**config.mk**
```make
export PLATFORM = sky130hd
export DESIGN_NAME = tmr_event_status
export DESIGN_NICKNAME = d
export VERILOG_FILES = /design/src/rtl/tmr_stat_pkg.sv /design/src/rtl/tmr_reload_cnt.sv /design/src/rtl/tmr_chan_flag.sv /design/src/rtl/tmr_sticky_flag.sv /design/src/rtl/tmr_event_status.sv
export SDC_FILE = /design/constraint.sdc
export NUM_CORES = 1
export LEC_CHECK = 0
export ABC_AREA = 1
export ABC_CLOCK_PERIOD_IN_PS = 2200
export BUFFER_PORTS_ARGS = -buffer_cell sky130_fd_sc_hd__buf_2
export CORE_MARGIN = 1.5
export CORE_UTILIZATION = 30
export DETAILED_ROUTE_END_ITERATION = 8
export GPL_ROUTABILITY_DRIVEN = 1
export PLACE_DENSITY = 0.57
export SKIP_LAST_GASP = 1
export SLEW_MARGIN = 20
export SYNTH_ARGS = -nofsm -noshare
export SYNTH_HDL_FRONTEND = slang
export SYNTH_HIERARCHICAL = 1
export SYNTH_SLANG_ARGS = --single-unit
```
**constraint.sdc**
```tcl
create_clock -name clk -period 2.2 [get_ports clk]
set_input_delay 0.22 -clock clk [delete_from_list [all_inputs] [get_ports clk]]
set_output_delay 0.22 -clock clk [all_outputs]
set_load 0.02 [all_outputs]
```
**src/rtl/tmr_stat_pkg.sv**
```systemverilog
package tmr_stat_pkg;
   localparam int STAT_W = 8;
   localparam int NUM_CH = 2;

   typedef struct packed {
      logic             noise;
      logic             rsv_hi;
      logic [NUM_CH-1:0] ovr;
      logic             rto;
      logic             rsv_lo;
      logic [NUM_CH-1:0] evt;
   } stat_t;

   localparam int POS_EVT   = 0;
   localparam int POS_RTO   = 3;
   localparam int POS_OVR   = 4;
   localparam int POS_NOISE = 7;
endpackage

```
**src/rtl/tmr_reload_cnt.sv**
```systemverilog
module tmr_reload_cnt #(
   parameter int CNT_W = 16
) (
   input  logic             clk,
   input  logic             rst_n,
   input  logic             run,
   input  logic [CNT_W-1:0] reload,
   output logic [CNT_W-1:0] count,
   output logic             wrap
);
   localparam logic [CNT_W-1:0] RESTART = CNT_W'(1);

   initial begin
      if (CNT_W < 2) $error("tmr_reload_cnt: CNT_W must be at least 2");
   end

   assign wrap = run && (count == reload);

   always_ff @(posedge clk or negedge rst_n) begin
      if (!rst_n)      count <= RESTART;
      else if (wrap)   count <= RESTART;
      else if (run)    count <= count + 1'b1;
   end
endmodule

```
**src/rtl/tmr_chan_flag.sv**
```systemverilog
module tmr_chan_flag (
   input  logic clk,
   input  logic rst_n,
   input  logic evt,
   input  logic clr,
   output logic ef,
   output logic ov
);
   logic ef_nxt, ov_nxt;

   always_comb begin
      ef_nxt = evt | (ef & ~clr);
      ov_nxt = (evt & ef) | (ov & ~clr);
   end

   always_ff @(posedge clk or negedge rst_n) begin
      if (!rst_n) begin
         ef <= 1'b0;
         ov <= 1'b0;
      end else begin
         ef <= ef_nxt;
         ov <= ov_nxt;
      end
   end
endmodule

```
**src/rtl/tmr_sticky_flag.sv**
```systemverilog
module tmr_sticky_flag (
   input  logic clk,
   input  logic rst_n,
   input  logic set,
   input  logic clr,
   output logic q
);
   always_ff @(posedge clk or negedge rst_n) begin
      if (!rst_n)    q <= 1'b0;
      else if (set)  q <= 1'b1;
      else if (clr)  q <= 1'b0;
   end
endmodule

```
**src/rtl/tmr_event_status.sv**
```systemverilog
module tmr_event_status
   import tmr_stat_pkg::*;
#(
   parameter int CNT_W = 16,
   parameter int CH_N  = 2
) (
   input  logic             clk,
   input  logic             rst_n,
   input  logic             run,
   input  logic [CNT_W-1:0] reload,
   input  logic [CH_N-1:0]  ch_evt,
   input  logic             nf_enable,
   input  logic             nf_strobe,
   input  logic             irq_en,
   input  logic             wr_en,
   input  logic [7:0]       wr_data,
   output logic [7:0]       rd_data,
   output logic [CNT_W-1:0] cnt_value,
   output logic             irq
);
   initial begin
      if (CH_N != NUM_CH) $error("tmr_event_status: status layout fixes CH_N at 2");
      if (CNT_W < 2)      $error("tmr_event_status: CNT_W too small");
   end

   stat_t            stat;
   logic [CH_N-1:0]  ef, ov;
   logic             rto_q, noise_q, wrap;
   logic [7:0]       clr_mask;
   logic             wr_unused;

   assign clr_mask  = wr_en ? wr_data : 8'h00;
   assign wr_unused = ^{wr_data[6:4], wr_data[2]};

   tmr_reload_cnt #(.CNT_W(CNT_W)) u_cnt (
      .clk    (clk),
      .rst_n  (rst_n),
      .run    (run),
      .reload (reload),
      .count  (cnt_value),
      .wrap   (wrap)
   );

   for (genvar g = 0; g < CH_N; g++) begin : g_ch
      tmr_chan_flag u_flag (
         .clk   (clk),
         .rst_n (rst_n),
         .evt   (ch_evt[g]),
         .clr   (clr_mask[POS_EVT+g]),
         .ef    (ef[g]),
         .ov    (ov[g])
      );
   end

   tmr_sticky_flag u_rto (
      .clk   (clk),
      .rst_n (rst_n),
      .set   (wrap),
      .clr   (clr_mask[POS_RTO]),
      .q     (rto_q)
   );

   tmr_sticky_flag u_noise (
      .clk   (clk),
      .rst_n (rst_n),
      .set   (nf_enable & nf_strobe),
      .clr   (clr_mask[POS_NOISE]),
      .q     (noise_q)
   );

   always_comb begin
      stat        = '0;
      stat.evt    = ef;
      stat.ovr    = ov;
      stat.rto    = rto_q;
      stat.noise  = noise_q;
      stat.rsv_hi = 1'b0;
      stat.rsv_lo = 1'b0;
   end

   assign rd_data = stat;
   assign irq     = irq_en & ((|ef) | rto_q);
endmodule

```
==> run metrics, run 1 <==
status=completed; Reg2Reg Depth=9; RR Startpoint=u_cnt/count[0]; clock-pin slew on the worst setup and hold paths=90 ps; vias=1822; WHS=142 ps; ANT cells=0; Mapped Avg Cell Area=5.93 sq um; # DRC=0; Post-CTS Setup Repair Bufs=0; FP Rows=27; most frequent CP cell=nand2_1; pwr/cell area=829 nW/um^2; Vias/cell=4.32; Gates resized, CTS repair=0; met3 usage=1.94%; launch point of the worst path=u_cnt/count[0]; mapped cell area=1770 sq um; Die H=79.8 microns; DP HPWL=3790 microns; commonest non-fill, non-tap cell in the layout=nand2_1; Routed WL=4790 microns; die width=79.8 microns; Worst VDD drop=0.347 mV; CP max stage delay=630 ps; Worst Path Arrival=2010 ps; Critical Path Start Type=flip-flop; setup violators final=0; critical path type=reg2reg; top cell type's share of synthesized area=29.7%; Final Hold Viols=0; worst slew pin tran=521 ps; core footprint=5610 sq um; reg-to-reg slack, setup=400 ps; CTS tree=built; first-pass GRT wire length=8220 microns; initial antenna violation count=0; final net count=385; worst-path fanout max=9; DR WL/cell=11.3 microns; leak pwr=1.33 nW; FMAX=555 MHz; Max Cap Viol=0; post-synthesis sequential area ratio=31.2%; worst min-delay path startpoint=ch_evt[0]; pin count of the biggest net entering global routing=23; GRT met1 Usage=23.2%; Crit path required time=2400 ps; IO Count=58; grt ovf=0; met2 usage=26.6%; gr usage total=16.5%; min Tclk post-route=1800 ps; root buffer cell=clkbuf_8; DR pass1 iterations=4; Final period util=81.9%; most frequent cells in the layout=nand2_1, inv_1, buf_2, nor2_1, dfrtp_1; RSZ-0062 raised after global routing=false; GP Congestion=0.859; share of layout cells above drive strength 1=20.6%; Tot Pwr=1.79 mW; # port buffers=51; Longest Clk Path Bufs=2; Layout area overhead=22.2%; vias in the first global route=1774; busiest grt layer=met2; CP endpoint kind=flip-flop; CTS Sinks=22; Syn Inst Count=298; Pins Over Slew Limit=0; Slew headroom=65.2%; Die Area=6360 sq um; Worst-Skew Late Latency=270 ps; Antenna Nets Post-Route=0; worst hold path class=in2reg; Num CTS Buffers=3; synthesized flop and latch total=22; CTS Hold Bufs=1; Worst Skew=1.42 ps; number of H-tree levels=1; Initial DRC Count=92; post-synth cell types=25; top cell type by total area after synthesis=dfrtp_1; Total Neg Setup Slack=0 ps; Initial Util=31.5%; Critical Path, Cell by Cell=ha_1, nand3_1, nor3_4, inv_2, nor2_2, nand2_1, nand2_1, nand2_1, nor2_1; CP max-delay cell=dfstp_2; r2r endpoint=u_cnt/count[10]; worst setup path end=u_cnt/count[10]; Area contributors post-synth=dfrtp_1, nand2_1, inv_1; yosys warns=6
kinds of logic (layout without fill, tap and decap cells):
kind of cell | count (synthesis) | in the layout | synth area share [%]
xor gates and xnor gates | 4 | 4 | 1.98
and+or+nand+nor | 196 | 196 | 48.3
DFF | 22 | 22 | 31.2
AOI/OAI and AO/OA | 6 | 6 | 2.05
adders and majority gates | 1 | 1 | 0.708
buffers and inverters | 68 | 119 | 15.5
other | 1 | 2 | 0.212
metrics by stage:
| stage | cells | setup slack (ps) | instance area, sq um | util [%] |
|---|---|---|---|---|
| after floorplan | 299 | 536 | 1770 | - |
| after global placement | 417 | 459 | 2080 | 37.1 |
| after detailed placement | 417 | 416 | 2080 | 37.1 |
| after CTS | 422 | 402 | 2160 | 38.5 |
| after global routing | 422 | 215 | 2160 | 38.5 |
| final | 422 | 398 | 2160 | 38.5 |
layout make-up:
| cell class | instances | area [sq um] |
|---|---|---|
| inverters | 63 | 236 |
| clock inverters | 1 | 30.0 |
| repair buffers | 52 | 265 |
| well taps | 72 | 90.1 |
| multi-input cells | 209 | 946 |
| clock buffers | 3 | 41.3 |
| flip-flops and latches | 22 | 552 |
| fillers | 652 | 3450 |
worst max-delay path: cells and delay by family (launching register included):
kind	cells	cell delay, ps
buffers and inverters	1	60
and+or+nand+nor	7	850
DFF	1	630
adders and majority gates	1	210
how the worst min path moves through the flow:
stage | to | slack (ps) | cells after the start
detailed placement | u_cnt/count[4] | 240 | 1
global placement | u_cnt/count[4] | 230 | 1
finish | g_ch[0].u_flag/ef | 140 | 3
global route | g_ch[0].u_flag/ef | 150 | 3
floorplan | g_ch[0].u_flag/ef | -80 | 0
CTS | g_ch[0].u_flag/ef | 130 | 3
metal layers:
layer | wire length (microns) | vias up
li1 | - | 997
met1 | 2420 | 788
met2 | 2150 | 33
met3 | 158 | 4
met4 | 51 | 0
met5 | 0 | -
report_power, final:
| group | internal [mW] | total, mW | switching, mW | leakage, nW |
|---|---|---|---|---|
| combinational | 0.260 | 0.770 | 0.510 | 1.04 |
| sequential | 0.490 | 0.629 | 0.139 | 0.257 |
| clock | 0.243 | 0.393 | 0.149 | 0.0357 |
registers in the layout (all words and copies together) (netlist names):
signal and flops:
u_noise/q 1, u_cnt/count 16, u_rto/q 1, g_ch.u_flag/ef 2, g_ch.u_flag/ov 2
synthesized netlist by cell type:
cell type	n
nand3_2	2
o21ai_1	3
nor3_2	1
buf_4	5
nand3b_1	1
ha_1	1
conb_1	1
and3_1	1
nand3_4	1
dfrtp_1	21
a21oi_2	1
nor2_1	38
inv_2	4
a21oi_1	1
nand2_2	2
inv_1	59
dfstp_2	1
o31ai_1	1
nand3_1	13
xor2_1	4
nor2_2	4
nor3_4	1
nand4_1	12
nor3_1	5
nand2_1	115
Note: power is estimated with default switching activity, not from simulation.
==> run 2: changes to the inputs <==
- ABC_AREA: 1 -> 0
- ABC_CLOCK_PERIOD_IN_PS: 2200 -> 1600
- PLACE_DENSITY: 0.57 -> 0.62
- clock period: 2.2 -> 1.6 ns (I/O delays scaled with it)
==> run 2 against run 1 <==
Net effect:
- the flow now finishes with violations (negative setup slack)
- global-route usage is 1.6 points lower
- highest routed layer unchanged
- total power rose by 3.0%
- worst hold slack worse by 50 ps
- largest cell class unchanged
==> run metrics, run 2 <==
status=complete, but fails checks; failing checks=negative setup slack; internal cell power=1.19 mW; gr usage total=14.9%; root buffer cell=clkbuf_8; max reg flops=16; Slew headroom=65.2%; most frequent cells after synthesis=xnor2_1, dfrtp_1, a21oi_1; Routed WL=3300 microns; top flop regs=u_cnt/count x16, g_ch.u_flag/ef x2, g_ch.u_flag/ov x2; worst-path fanout max=3; switching power=0.659 mW; WHS Path Cells=2; Worst Path Arrival=1880 ps; Seq pwr share=39.9%; number of H-tree levels=1; met3 WL=161 microns; Final Hold Viols=0; pwr/cell area=963 nW/um^2; min Tclk post-route=1680 ps; Worst-Skew Late Latency=270 ps; DR pass1 iterations=4; power share of the combinational group=40.5%; # port buffers=51; critical path type=reg2reg; Critical Path Start Type=flip-flop; Initial DRC Count=60; # DRC=0; Layout area overhead=49.2%; clock share of power=19.7%; Die H=68.4 microns; share of layout cells above drive strength 1=50.2%; pin count of the biggest net entering global routing=23; DR WL/cell=12.7 microns; Tot Pwr=1.85 mW; setup ws final=-83.3 ps; switching part of the total=35.7%; Total Neg Setup Slack=-154 ps; first-pass GRT wire length=5110 microns; initial antenna violation count=0; top cell type by total area after synthesis=dfrtp_1; top cell type's share of synthesized area=40.9%; mapped cell area=1280 sq um; Vias/cell=4.54; ANT cells=0; final net count=244; met2 WL post-DR=1450 microns; IO Count=58; CTS tree=built; Final period util=105%; Worst Skew=8.62 ps; Top FF cell, synth=dfrtp_1; number of synthesized flops with an enable pin=0; Max Cap Viol=0; grt ovf=0; cell area after layout=1920 sq um; asr flop ratio synth=100%; Crit path required time=1800 ps; DP HPWL=2520 microns; Reg2Reg Depth=4; Mapped Avg Cell Area=9.81 sq um; Antenna Nets Post-Route=0; Largest Register=u_cnt/count; FP Rows=23; post-synth cell types=34; Worst VDD drop=0.572 mV; commonest non-fill, non-tap cell in the layout=buf_2; FMAX=594 MHz; die width=68.4 microns; most frequent cells in the layout=buf_2, buf_4, xnor2_1, dfrtp_1, a21oi_1; Longest Clk Path Bufs=2; post-synthesis sequential area ratio=42.9%; core footprint=4060 sq um; clock-pin slew on the worst setup and hold paths=90 ps; synthesized flop and latch total=22; non-filler cells, final=259; vias=1177; setup violators final=5; leak pwr=0.923 nW; GP Congestion=0.832; worst slew pin tran=522 ps; Placed Cells=251; worst hold path class=in2reg; yosys warns=6; Initial Util=31.7%; Area contributors post-synth=dfrtp_1, xnor2_1, a21oi_1; most numerous cell in the Yosys netlist=xnor2_1; CP endpoint kind=flip-flop; Cell Area, Placed=1780 sq um; vias in the first global route=1019; Die Area=4680 sq um; Syn Inst Count=131; Num CTS Buffers=3; Pins Over Slew Limit=0; Metal-1 WL=1670 microns; CTS Sinks=22; max layer used=met4; RSZ-0062 raised after global routing=true
-- run 2: cell types whose count changed in the layout (fill, tap and decap cells not counted), moves of 7 or more --
cell,delta
nand2_1,-109
nor2_1,-35
buf_4,+28
a21oi_1,+11
inv_1,-50
nand3_1,-12
nand4_1,-7
xnor2_1,+21
-- run 2: final cells by class --
cell class | count | area (sq um)
Fill cell | 399 | 2140
Multi-Input combinational cell | 92 | 718
Sequential cell | 22 | 559
Timing Repair Buffer | 82 | 498
Tap cell | 50 | 62.6
Clock buffer | 4 | 45.0
Inverter | 9 | 33.8
-- run 2: final timing paths --
kind	start	endpoint	slack [ps]
setup / recovery	u_cnt/count[9]	u_cnt/count[15]	-80
hold / removal	ch_evt[0]	g_ch[0].u_flag/ef	90
setup reg to reg	u_cnt/count[9]	u_cnt/count[15]	-80
hold reg to reg	u_noise/q	u_noise/q	490
max in group asynchronous	rst_n	u_cnt/count[4]	820
min in group asynchronous	rst_n	u_cnt/count[14]	390
-- run 2: logic make-up after synthesis --
logic type	Yosys count	synth area share (%)
AOI/OAI and AO/OA	26	13.0
xor gates and xnor gates	27	18.4
adders and majority gates	1	0.974
buffers and inverters	18	6.72
DFF	22	42.9
other	1	0.292
and+or+nand+nor	36	17.6
-- run 2: worst max-delay path, cell delays in order, from the launching register on --
cell     delay, ps
dfrtp_2        420
nand4_4        110
or4_4          540
or4_1          420
a22oi_2        120
-- run 2: per-stage QoR --
| stage | setup WS, ps | hold WS [ps] | util (%) |
|---|---|---|---|
| finish | -83.3 | 91.2 | 47.2 |
| global route | -132 | 79.3 | 47.2 |
| CTS | -84.0 | 86.7 | 45.6 |
| detailed placement | -88.2 | 176 | 43.9 |
| global placement | -71.0 | 169 | 43.9 |
| floorplan | -213 | -136 | - |
-- run 2: routing by layer --
metal / track usage, % / vias up
li1: - / 603
met4: 3.75 / 0
met5: 0 / -
met1: 22.9 / 538
met2: 20.8 / 32
met3: 2.96 / 4
-- run 2: power groups by stage --
| stage | Sequential, mW | Clock [mW] | Combinational [mW] |
|---|---|---|---|
| 2_1_floorplan | 0.864 | 0 | 0.303 |
| 3_3_place_gp | 0.749 | 0 | 0.702 |
| 3_5_place_dp | 0.749 | 0 | 0.709 |
| 4_1_cts | 0.739 | 0.376 | 0.714 |
| 5_1_grt | 0.749 | 0.409 | 0.820 |
| 6_report | 0.735 | 0.363 | 0.747 |
-- run 2: timing repair --
item,in CTS,in global routing
hold buffers,1,0
endpoints found under the hold margin,21,0
gates resized for setup,1,9
buffers inserted,1,2
pin swaps,5,3
endpoints found under the setup margin,6,17
==> run 3: changes to the inputs <==
- RECOVER_POWER: default -> 50
==> run 3 against run 2 <==
Net effect:
- the run still ends with negative setup slack left
- maximum frequency stayed put
- setup slack stayed put
- clock power hardly changed
- critical path depth stayed put
- critical endpoint unchanged
==> run metrics, run 3 (synthesis gave the netlist of run 2 again) <==
CTS tree=built; Crit path max-delay family=simple AND/OR/NAND/NOR gates; CP max-delay cell=or4_4; min Tclk post-route=1680 ps; root buffer cell=clkbuf_8; vias=1177; cell area after layout=1920 sq um; final net count=244; worst slew pin tran=578 ps; Placed Cells=251; DR WL/cell=12.7 microns; Initial Util=31.7%; clock-pin slew on the worst setup and hold paths=90 ps; die width=68.4 microns; core footprint=4060 sq um; gr usage total=14.9%; max reg flops=16; Longest Clk Path Bufs=2; most frequent cells in the layout=buf_2, buf_4, xnor2_1, dfrtp_1, a21oi_1; worst-path fanout max=3; Worst VDD drop=0.572 mV; Layout area overhead=49.2%; Final period util=105%; FMAX=594 MHz; critical path type=reg2reg; Worst-Skew Late Latency=270 ps; fill cell total of the finished layout=399; Worst Skew=8.62 ps; setup violators final=5; Die Area=4680 sq um; CTS Sinks=22; DR pass1 iterations=4; vias in the first global route=1019; Routed WL=3300 microns; Die H=68.4 microns; Critical Path, Cell by Cell=nand4_4, or4_4, or4_1, a22oi_2; FP Rows=23; # DRC=0; failing checks=negative setup slack; setup ws final=-83.3 ps; IO Count=58; CP max stage delay=540 ps; share of layout cells above drive strength 1=50.2%; WHS=91.2 ps; Largest Register=u_cnt/count; Initial DRC Count=60; Critical Path Start Type=flip-flop; Max Cap Viol=0; Antenna Nets Post-Route=0; # port buffers=51; Total Neg Setup Slack=-154 ps; DP HPWL=2520 microns; number of H-tree levels=1; Slew headroom=61.5%; status=complete, but fails checks; FF/Latch Area=559 sq um; pin count of the biggest net entering global routing=23; CP endpoint kind=flip-flop; Vias/cell=4.54; CP bufs+invs=0; Tot Pwr=1.85 mW; multi-input logic area=718 sq um; Pins Over Slew Limit=0; worst hold path class=in2reg; RSZ-0062 raised after global routing=true; Cell Area, Placed=1780 sq um; leak pwr=0.923 nW; Crit path required time=1800 ps; GP Congestion=0.832; Worst Path Arrival=1880 ps; grt ovf=0; non-filler cells, final=259; Final Hold Viols=0; commonest non-fill, non-tap cell in the layout=buf_2; Num CTS Buffers=3; dpl ws=-88.2 ps; pwr/cell area=963 nW/um^2; first-pass GRT wire length=5110 microns; ANT cells=0; top flop regs=u_cnt/count x16, g_ch.u_flag/ef x2, g_ch.u_flag/ov x2; initial antenna violation count=0; Core Util, Final=47.2%
==> run 3: final timing paths <==
kind,slack [ps],cells past startpoint,from,end
setup / recovery,-80,4,u_cnt/count[9],u_cnt/count[15]
max in group asynchronous,770,2,rst_n,u_cnt/count[4]
hold reg to reg,490,1,u_noise/q,u_noise/q
setup reg to reg,-80,4,u_cnt/count[9],u_cnt/count[15]
min in group asynchronous,410,2,rst_n,u_cnt/count[14]
hold / removal,90,2,ch_evt[0],g_ch[0].u_flag/ef
==> run 3: power breakdown <==
group / switching [mW] / internal [mW] / total [mW]
clock network: 0.185 / 0.178 / 0.363
registers: 0.0882 / 0.647 / 0.735
logic: 0.385 / 0.362 / 0.747
total: 0.659 / 1.19 / 1.85
==> run 3: final cells by class <==
| cell class | count | share of cell area (%) |
|---|---|---|
| inverter | 9 | 1.76 |
| tap | 50 | 3.26 |
| clock buffer | 4 | 2.35 |
| sequential | 22 | 29.2 |
| multi-input combinational | 92 | 37.5 |
| timing repair buffer | 82 | 26.0 |
==> run 3: layer usage <==
metal / GRT usage (%) / share of wire [%] / vias up
met5: 0 / 0 / -
met1: 22.9 / 50 / 538
li1: - / - / 603
met2: 20.8 / 44 / 32
met3: 2.96 / 4.9 / 4
met4: 3.75 / 0.91 / 0
==> run 3: repair_timing <==
action / 4_1_cts / 5_1_grt
setup endpoints to repair: 6 / 17
gates resized for setup: 1 / 9
setup buffers: 1 / 2
endpoints found under the hold margin: 21 / 0
hold buffers: 1 / 0
pin swaps: 5 / 3
